[src/rtl/gci_pkg.sv]
package gci_pkg;
  localparam int B_W       = 8;
  localparam int MON_W     = 8;
  localparam int D_W       = 2;
  localparam int CI_W      = 4;
  localparam int SLOT_BITS = 2 * B_W + MON_W + D_W + CI_W + 2;
  localparam int BIT_IDX_W = $clog2(SLOT_BITS);

  typedef struct packed {
    logic                 dclkEdge;
    logic                 syncHit;
    logic                 inSlot;
    logic                 driveBit;
    logic                 sampleBit;
    logic                 slotEnd;
    logic [BIT_IDX_W-1:0] bitIdx;
  } gciStrobe_t;
endpackage

[src/rtl/gci_frame_ctrl.sv]
module gci_frame_ctrl
  import gci_pkg::*;
#(
  parameter int NUM_SLOTS = 8,
  parameter int SLOT_W    = 3,
  parameter int POS_W     = 9
) (
  input  logic              clk,
  input  logic              rstN,
  input  logic              dataClk,
  input  logic              frameSync,
  input  logic [SLOT_W-1:0] ownSlot,
  output gciStrobe_t        strb,
  output logic              syncErr
);
  localparam int HALF_PER_SLOT = SLOT_BITS * 2;
  localparam int POS_LAST      = NUM_SLOTS * HALF_PER_SLOT - 1;

  logic              dclkQ;
  logic              aligned;
  logic [POS_W-1:0]  pos;
  logic [POS_W-1:0]  nextPos;
  logic              rise;
  logic              syncNow;
  logic              live;
  logic [SLOT_W-1:0] curSlot;

  always_comb begin
    rise    = dataClk & ~dclkQ;
    syncNow = rise & frameSync;
    if (syncNow || pos == POS_W'(POS_LAST)) nextPos = '0;
    else                                    nextPos = pos + 1'b1;
    curSlot = SLOT_W'(nextPos / POS_W'(HALF_PER_SLOT));
    live    = aligned | syncNow;

    strb.dclkEdge  = rise;
    strb.syncHit   = syncNow;
    strb.inSlot    = live && (curSlot == ownSlot);
    strb.driveBit  = rise && strb.inSlot && !nextPos[0];
    strb.sampleBit = rise && strb.inSlot && nextPos[0];
    strb.bitIdx    = nextPos[BIT_IDX_W:1];
    strb.slotEnd   = strb.sampleBit && (strb.bitIdx == BIT_IDX_W'(SLOT_BITS - 1));
  end

  always_ff @(posedge clk) begin
    if (!rstN) begin
      dclkQ   <= 1'b0;
      aligned <= 1'b0;
      pos     <= '0;
      syncErr <= 1'b0;
    end else begin
      dclkQ   <= dataClk;
      syncErr <= syncNow && aligned && (pos != POS_W'(POS_LAST));
      if (rise)    pos     <= nextPos;
      if (syncNow) aligned <= 1'b1;
    end
  end

  // the position counter never leaves the frame
  assert_pos_bound_R3: assert property (@(posedge clk) disable iff (!rstN)
    pos <= POS_W'(POS_LAST));

  // an error report always follows a frame pulse at a data-clock rise
  assert_err_at_sync_R8: assert property (@(posedge clk) disable iff (!rstN)
    syncErr |-> $past(frameSync && dataClk));
endmodule

[src/rtl/gci_field_path.sv]
module gci_field_path
  import gci_pkg::*;
(
  input  logic             clk,
  input  logic             rstN,
  input  gciStrobe_t       strb,
  input  logic             serIn,
  input  logic [B_W-1:0]   txB1,
  input  logic [B_W-1:0]   txB2,
  input  logic [MON_W-1:0] txMon,
  input  logic [D_W-1:0]   txD,
  input  logic [CI_W-1:0]  txCi,
  input  logic             txA,
  input  logic             txE,
  output logic             serOut,
  output logic             serOutEn,
  output logic [B_W-1:0]   rxB1,
  output logic [B_W-1:0]   rxB2,
  output logic [MON_W-1:0] rxMon,
  output logic [D_W-1:0]   rxD,
  output logic [CI_W-1:0]  rxCi,
  output logic             rxA,
  output logic             rxE,
  output logic             rxDone
);
  localparam int TOP = SLOT_BITS - 1;

  logic [SLOT_BITS-1:0] txWord;
  logic [SLOT_BITS-1:0] shadow;
  logic [SLOT_BITS-1:0] src;
  logic [SLOT_BITS-1:0] rxShift;
  logic [SLOT_BITS-1:0] rxWord;

  always_comb begin
    txWord = {txB1, txB2, txMon, txD, txCi, txA, txE};
    src    = strb.syncHit ? txWord : shadow;
    rxWord = {rxShift[SLOT_BITS-2:0], serIn};
  end

  always_ff @(posedge clk) begin
    if (!rstN) begin
      shadow   <= '0;
      serOut   <= 1'b1;
      serOutEn <= 1'b0;
      rxShift  <= '0;
      rxDone   <= 1'b0;
      {rxB1, rxB2, rxMon, rxD, rxCi, rxA, rxE} <= '0;
    end else begin
      rxDone <= strb.slotEnd;
      if (strb.syncHit) shadow <= txWord;
      if (strb.dclkEdge) begin
        serOutEn <= strb.inSlot;
        if (strb.driveBit)    serOut <= src[BIT_IDX_W'(TOP) - strb.bitIdx];
        else if (!strb.inSlot) serOut <= 1'b1;
      end
      if (strb.sampleBit) rxShift <= rxWord;
      if (strb.slotEnd) {rxB1, rxB2, rxMon, rxD, rxCi, rxA, rxE} <= rxWord;
    end
  end

  // a released line always idles high
  assert_release_high_R5: assert property (@(posedge clk) disable iff (!rstN)
    !serOutEn |-> serOut);

  // while driving, the line only moves on a drive strobe
  assert_out_hold_R2: assert property (@(posedge clk) disable iff (!rstN)
    (serOutEn && !strb.driveBit) |=> ($stable(serOut) || !serOutEn));

  // completion is a single-cycle pulse
  assert_done_pulse_R6: assert property (@(posedge clk) disable iff (!rstN)
    rxDone |=> !rxDone);
endmodule

[src/rtl/gci_tdm_xcvr.sv]
module gci_tdm_xcvr
  import gci_pkg::*;
#(
  parameter int NUM_SLOTS = 8,
  localparam int SLOT_W   = (NUM_SLOTS > 1) ? $clog2(NUM_SLOTS) : 1,
  localparam int POS_W    = $clog2(NUM_SLOTS * SLOT_BITS * 2)
) (
  input  logic              clk,
  input  logic              rstN,
  input  logic              frameSync,
  input  logic              dataClk,
  input  logic              serIn,
  input  logic [SLOT_W-1:0] ownSlot,
  input  logic [7:0]        txB1,
  input  logic [7:0]        txB2,
  input  logic [7:0]        txMon,
  input  logic [1:0]        txD,
  input  logic [3:0]        txCi,
  input  logic              txA,
  input  logic              txE,
  output logic              serOut,
  output logic              serOutEn,
  output logic [7:0]        rxB1,
  output logic [7:0]        rxB2,
  output logic [7:0]        rxMon,
  output logic [1:0]        rxD,
  output logic [3:0]        rxCi,
  output logic              rxA,
  output logic              rxE,
  output logic              rxDone,
  output logic              syncErr
);
  gciStrobe_t strb;

  gci_frame_ctrl #(
    .NUM_SLOTS(NUM_SLOTS),
    .SLOT_W   (SLOT_W),
    .POS_W    (POS_W)
  ) uCtrl (
    .clk      (clk),
    .rstN     (rstN),
    .dataClk  (dataClk),
    .frameSync(frameSync),
    .ownSlot  (ownSlot),
    .strb     (strb),
    .syncErr  (syncErr)
  );

  gci_field_path uPath (
    .clk     (clk),
    .rstN    (rstN),
    .strb    (strb),
    .serIn   (serIn),
    .txB1    (txB1),
    .txB2    (txB2),
    .txMon   (txMon),
    .txD     (txD),
    .txCi    (txCi),
    .txA     (txA),
    .txE     (txE),
    .serOut  (serOut),
    .serOutEn(serOutEn),
    .rxB1    (rxB1),
    .rxB2    (rxB2),
    .rxMon   (rxMon),
    .rxD     (rxD),
    .rxCi    (rxCi),
    .rxA     (rxA),
    .rxE     (rxE),
    .rxDone  (rxDone)
  );
endmodule

[config.mk]
export PLATFORM = sky130hd
export DESIGN_NAME = gci_tdm_xcvr
export DESIGN_NICKNAME = d
export VERILOG_FILES = /design/src/rtl/gci_pkg.sv /design/src/rtl/gci_frame_ctrl.sv /design/src/rtl/gci_field_path.sv /design/src/rtl/gci_tdm_xcvr.sv
export SDC_FILE = /design/constraint.sdc
export NUM_CORES = 1
export LEC_CHECK = 0
export ABC_AREA = 0
export BUFFER_PORTS_ARGS = -buffer_cell sky130_fd_sc_hd__buf_2
export CAP_MARGIN = 20
export CORE_ASPECT_RATIO = 0.7
export CORE_MARGIN = 2
export CORE_UTILIZATION = 42
export DETAILED_ROUTE_END_ITERATION = 10
export GPL_TIMING_DRIVEN = 0
export PLACE_DENSITY_LB_ADDON = 0.1
export SLEW_MARGIN = 20
export SYNTH_ARGS = -nofsm -noshare
export SYNTH_HDL_FRONTEND = slang
export SYNTH_HIERARCHICAL = 1
export SYNTH_SLANG_ARGS = --single-unit
[constraint.sdc]
create_clock -name clk -period 4.2 [get_ports clk]
set_input_delay 0.63 -clock clk [delete_from_list [all_inputs] [get_ports clk]]
set_output_delay 0.63 -clock clk [all_outputs]
set_load 0.01 [all_outputs]
==> qor.yml <==
slew_headroom_pct: 68.85
grt.met2_usage_pct: 26.97
cts_buffers: 9
edff_count_synth: 0
critical_path_peak_fanout: 10
final_hold_viol_count: 0
setup.worst_path.end_class: "flip-flop"
ctsHtreeMaxLevel: 3
post_cts_hold_buffer_count: 0
setup_violations_final: 0
post_synthesis_sequential_element_count: 110
maximum_number_of_pins_on_one_net_before_global_route_repair: 19
post-cts-setup-buffer-count: 0
tritoncts_num_sinks: 110
dieWidth_um: 136.2
max_stage_delay_ns: 0.48
global_route_wire_length_before_repair_um: 18510
final_util_pct: 50.92
postRouteWirelength_um: 11380
drt-pass1-iter-count: 4
antenna_found_initial: 1
final_period_util_pct: 89.80
via_count: 3724
most-common-layout-cells: "sky130_fd_sc_hd__dfxtp_1 (110), sky130_fd_sc_hd__mux2i_1 (108), sky130_fd_sc_hd__nor2b_1 (103)"
route.detailed.vias_per_inst: 5.005
num_rows: 33
place.detailed.hpwl_um: 8229
grt_use_total_pct: 18.19
place_congestion: 0.8311
timing.hold.worst_endpoint: "uCtrl/syncErr"
fmax_mhz: 265.1
die_height_um: 96.57
async_reset_ff_share_pct: 0
critical_path_arrival_ns: 4.01
syn2layout_area_growth_pct: 16.96
r2r.worst_path.cells: 14
cpLargestDelayFamily: "simple AND/OR/NAND/NOR gates"
remaining_global_route_overflow: 0
final.setup_skew_ns: 0.006144
die-area_um2: 13160
finalNonFillerCells: 744
core_um2: 11810
drt-initial-drc-count: 220
ff_to_ff_setup_slack_ns: 0.43
clock_latency_ns: 0.35
drv.max_cap_violation_count: 0
met3_grt_util_pct: 4.434
critical_path.cell_chain: "ha_1, nand3_1, nor2_2, and3_1, ha_1, inv_1, nand2_1, a211o_1, nand3_2, nor3_1, clkbuf_1, buf_2, mux2i_1, nor2b_1"
synth-seq-area-share_pct: 42.83
top_usage_layer: "met2"
routedWlPerCell_um: 15.29
grt_setup_unrepaired: "false"
final_antenna_net_count: 0
ys_types: 50
syn_avg_cell_area_um2: 10.39
r2r-end: "uPath/rxB1[6]"
postSynthNetCount: 537
finalNetCount: 623
post_synth_inst_count: 495
critical_path_buf_inv_count: 3
crit_path_frequent_cell: "sky130_fd_sc_hd__ha_1"
path_clk_slew_ns: 0.07
worst_r2r_startpoint: "uCtrl/pos[0]"
layout.cells.most_common: "sky130_fd_sc_hd__dfxtp_1"
hold_class: "flip-flop to flip-flop"
static-leakage-power_nw: 2.162
postCtsResizedCells: 0
vdd.ir_drop.worst_mv: 0.2117
max_slew.worst_pin.slew_ns: 0.4672
setup_tns_ns: 0
outcome: "finished clean"
ys.warnings.count: 6
worstSetupStartpointType: "flip-flop"
synth_flop_cell: "sky130_fd_sc_hd__dfxtp_1"
whs_path_depth: 2
slew_viol_final: 0
post-route-drc-count: 0
cp.depth: 14
power.density_cell_area_nw_per_um2: 346.3
path_class: "flip-flop to flip-flop"
maximum_clock_path_buffer_count: 2
ios: 76
cts_tree: "built"
placed_area_um2: 5713
start_util_pct: 43.54
fin_total_pwr_mw: 2.083
placed_cells_incl_taps: 727
port-buffer-count: 75
hp-start: "uCtrl/aligned"
grtUsageMet1_pct: 26.23
synth.cell_area_um2: 5141
finalInstanceArea_um2: 6013
cp.required_ns: 4.44
post-route-min-period_ns: 3.772
clockRootBuffer: "sky130_fd_sc_hd__clkbuf_16"
via_count_of_the_first_global_routing_pass: 3639
crit_path_top_delay_cell: "sky130_fd_sc_hd__dfxtp_1"
final_layout_size_suffix_gt1_share_pct: 22.35
==> worst register-to-register path, stage by stage (launching register included) <==
cell and delay (ns):
sky130_fd_sc_hd__dfxtp_1 0.48, sky130_fd_sc_hd__ha_1 0.29, sky130_fd_sc_hd__nand3_1 0.21, sky130_fd_sc_hd__nor2_2 0.26, sky130_fd_sc_hd__and3_1 0.20, sky130_fd_sc_hd__ha_1 0.33, sky130_fd_sc_hd__inv_1 0.14, sky130_fd_sc_hd__nand2_1 0.28
sky130_fd_sc_hd__a211o_1 0.16, sky130_fd_sc_hd__nand3_2 0.10, sky130_fd_sc_hd__nor3_1 0.21, sky130_fd_sc_hd__clkbuf_1 0.32, sky130_fd_sc_hd__buf_2 0.40, sky130_fd_sc_hd__mux2i_1 0.24, sky130_fd_sc_hd__nor2b_1 0.07
==> metal layers <==
layer / share of wire (%) / vias up
met5: 0 / -
met4: 0.85 / 0
met3: 3.9 / 8
met2: 42 / 67
met1: 53 / 1758
li1: - / 1891
==> cells by family (layout without fill, tap and decap cells) <==
kind of cell | after synthesis | count (layout) | synth area share, %
AO/OA/AOI/OAI | 34 | 34 | 4.892
multiplexers | 119 | 119 | 25.77
other | 0 | 1 | 0
AND/OR/NAND/NOR | 181 | 181 | 20.91
XOR/XNOR | 5 | 5 | 0.8517
buffers and inverters | 44 | 135 | 4.259
flip-flops | 110 | 110 | 42.83
adder cells (fa/ha/maj) | 2 | 2 | 0.4867
==> worst max-delay path by stage <==
stage	startpoint	to	slack [ns]
2_1_floorplan	uCtrl/pos[0]	uPath/rxA	1.11
3_3_place_gp	uCtrl/pos[0]	uPath/rxCi[1]	0.54
3_5_place_dp	uCtrl/pos[0]	uPath/rxMon[1]	0.50
4_1_cts	uCtrl/pos[0]	uPath/rxB1[6]	0.45
5_1_grt	uCtrl/pos[0]	uPath/rxCi[0]	0.003
6_report	uCtrl/pos[0]	uPath/rxB1[6]	0.43
==> flip-flops by register name, indices dropped and copies added (netlist names) <==
signal,flops
uCtrl/pos,9
uPath/rxB2,8
uPath/rxE,1
uCtrl/dclkQ,1
uCtrl/aligned,1
uPath/rxB1,8
uPath/rxA,1
uPath/rxShift,31
uCtrl/syncErr,1
uPath/serOut,1
uPath/shadow,32
uPath/rxD,2
uPath/rxDone,1
uPath/rxMon,8
uPath/serOutEn,1
uPath/rxCi,4
==> cell type report <==
type / instances / area, um^2
Antenna cell: 1 / 2.502
Buffer: 38 / 196.4
Clock buffer: 9 / 225.2
Clock inverter: 7 / 72.57
Fill cell: 1145 / 5796
Inverter: 6 / 22.52
Multi-Input combinational cell: 341 / 2720
Sequential cell: 110 / 2202
Tap cell: 157 / 196.4
Timing Repair Buffer: 75 / 375.4
==> synthesized netlist by cell type, drive strengths merged, types with 5 or more instances <==
cell,number,share of area [%]
mux4,10,4.5
a21boi,6,0.88
and2,5,0.61
buf,22,2.7
nor3,5,0.49
nor2,11,0.85
nand2,23,1.7
dfxtp,110,43
nor2b,103,13
nand3,9,0.97
or3,5,0.61
mux2i,108,21
a22oi,5,0.73
o21ai,7,0.68
inv,6,0.44
clkbuf,16,1.2
==> power by group <==
| part | total [mW] | switching, mW | leakage [nW] | internal, mW |
|---|---|---|---|---|
| registers | 1.07 | 0.00905 | 0.890 | 1.06 |
| clock network | 0.865 | 0.400 | 0.142 | 0.465 |
| logic | 0.150 | 0.0756 | 1.13 | 0.0746 |
==> through the flow <==
step | hold slack, ns | setup slack, ns
global placement | 0.4470 | 0.5386
global route | 0.5166 | 0.002767
CTS | 0.4652 | 0.4498
floorplan | 0.4360 | 1.114
detailed placement | 0.4559 | 0.4965
finish | 0.4674 | 0.4284
Power figures use the tool's default switching activity.
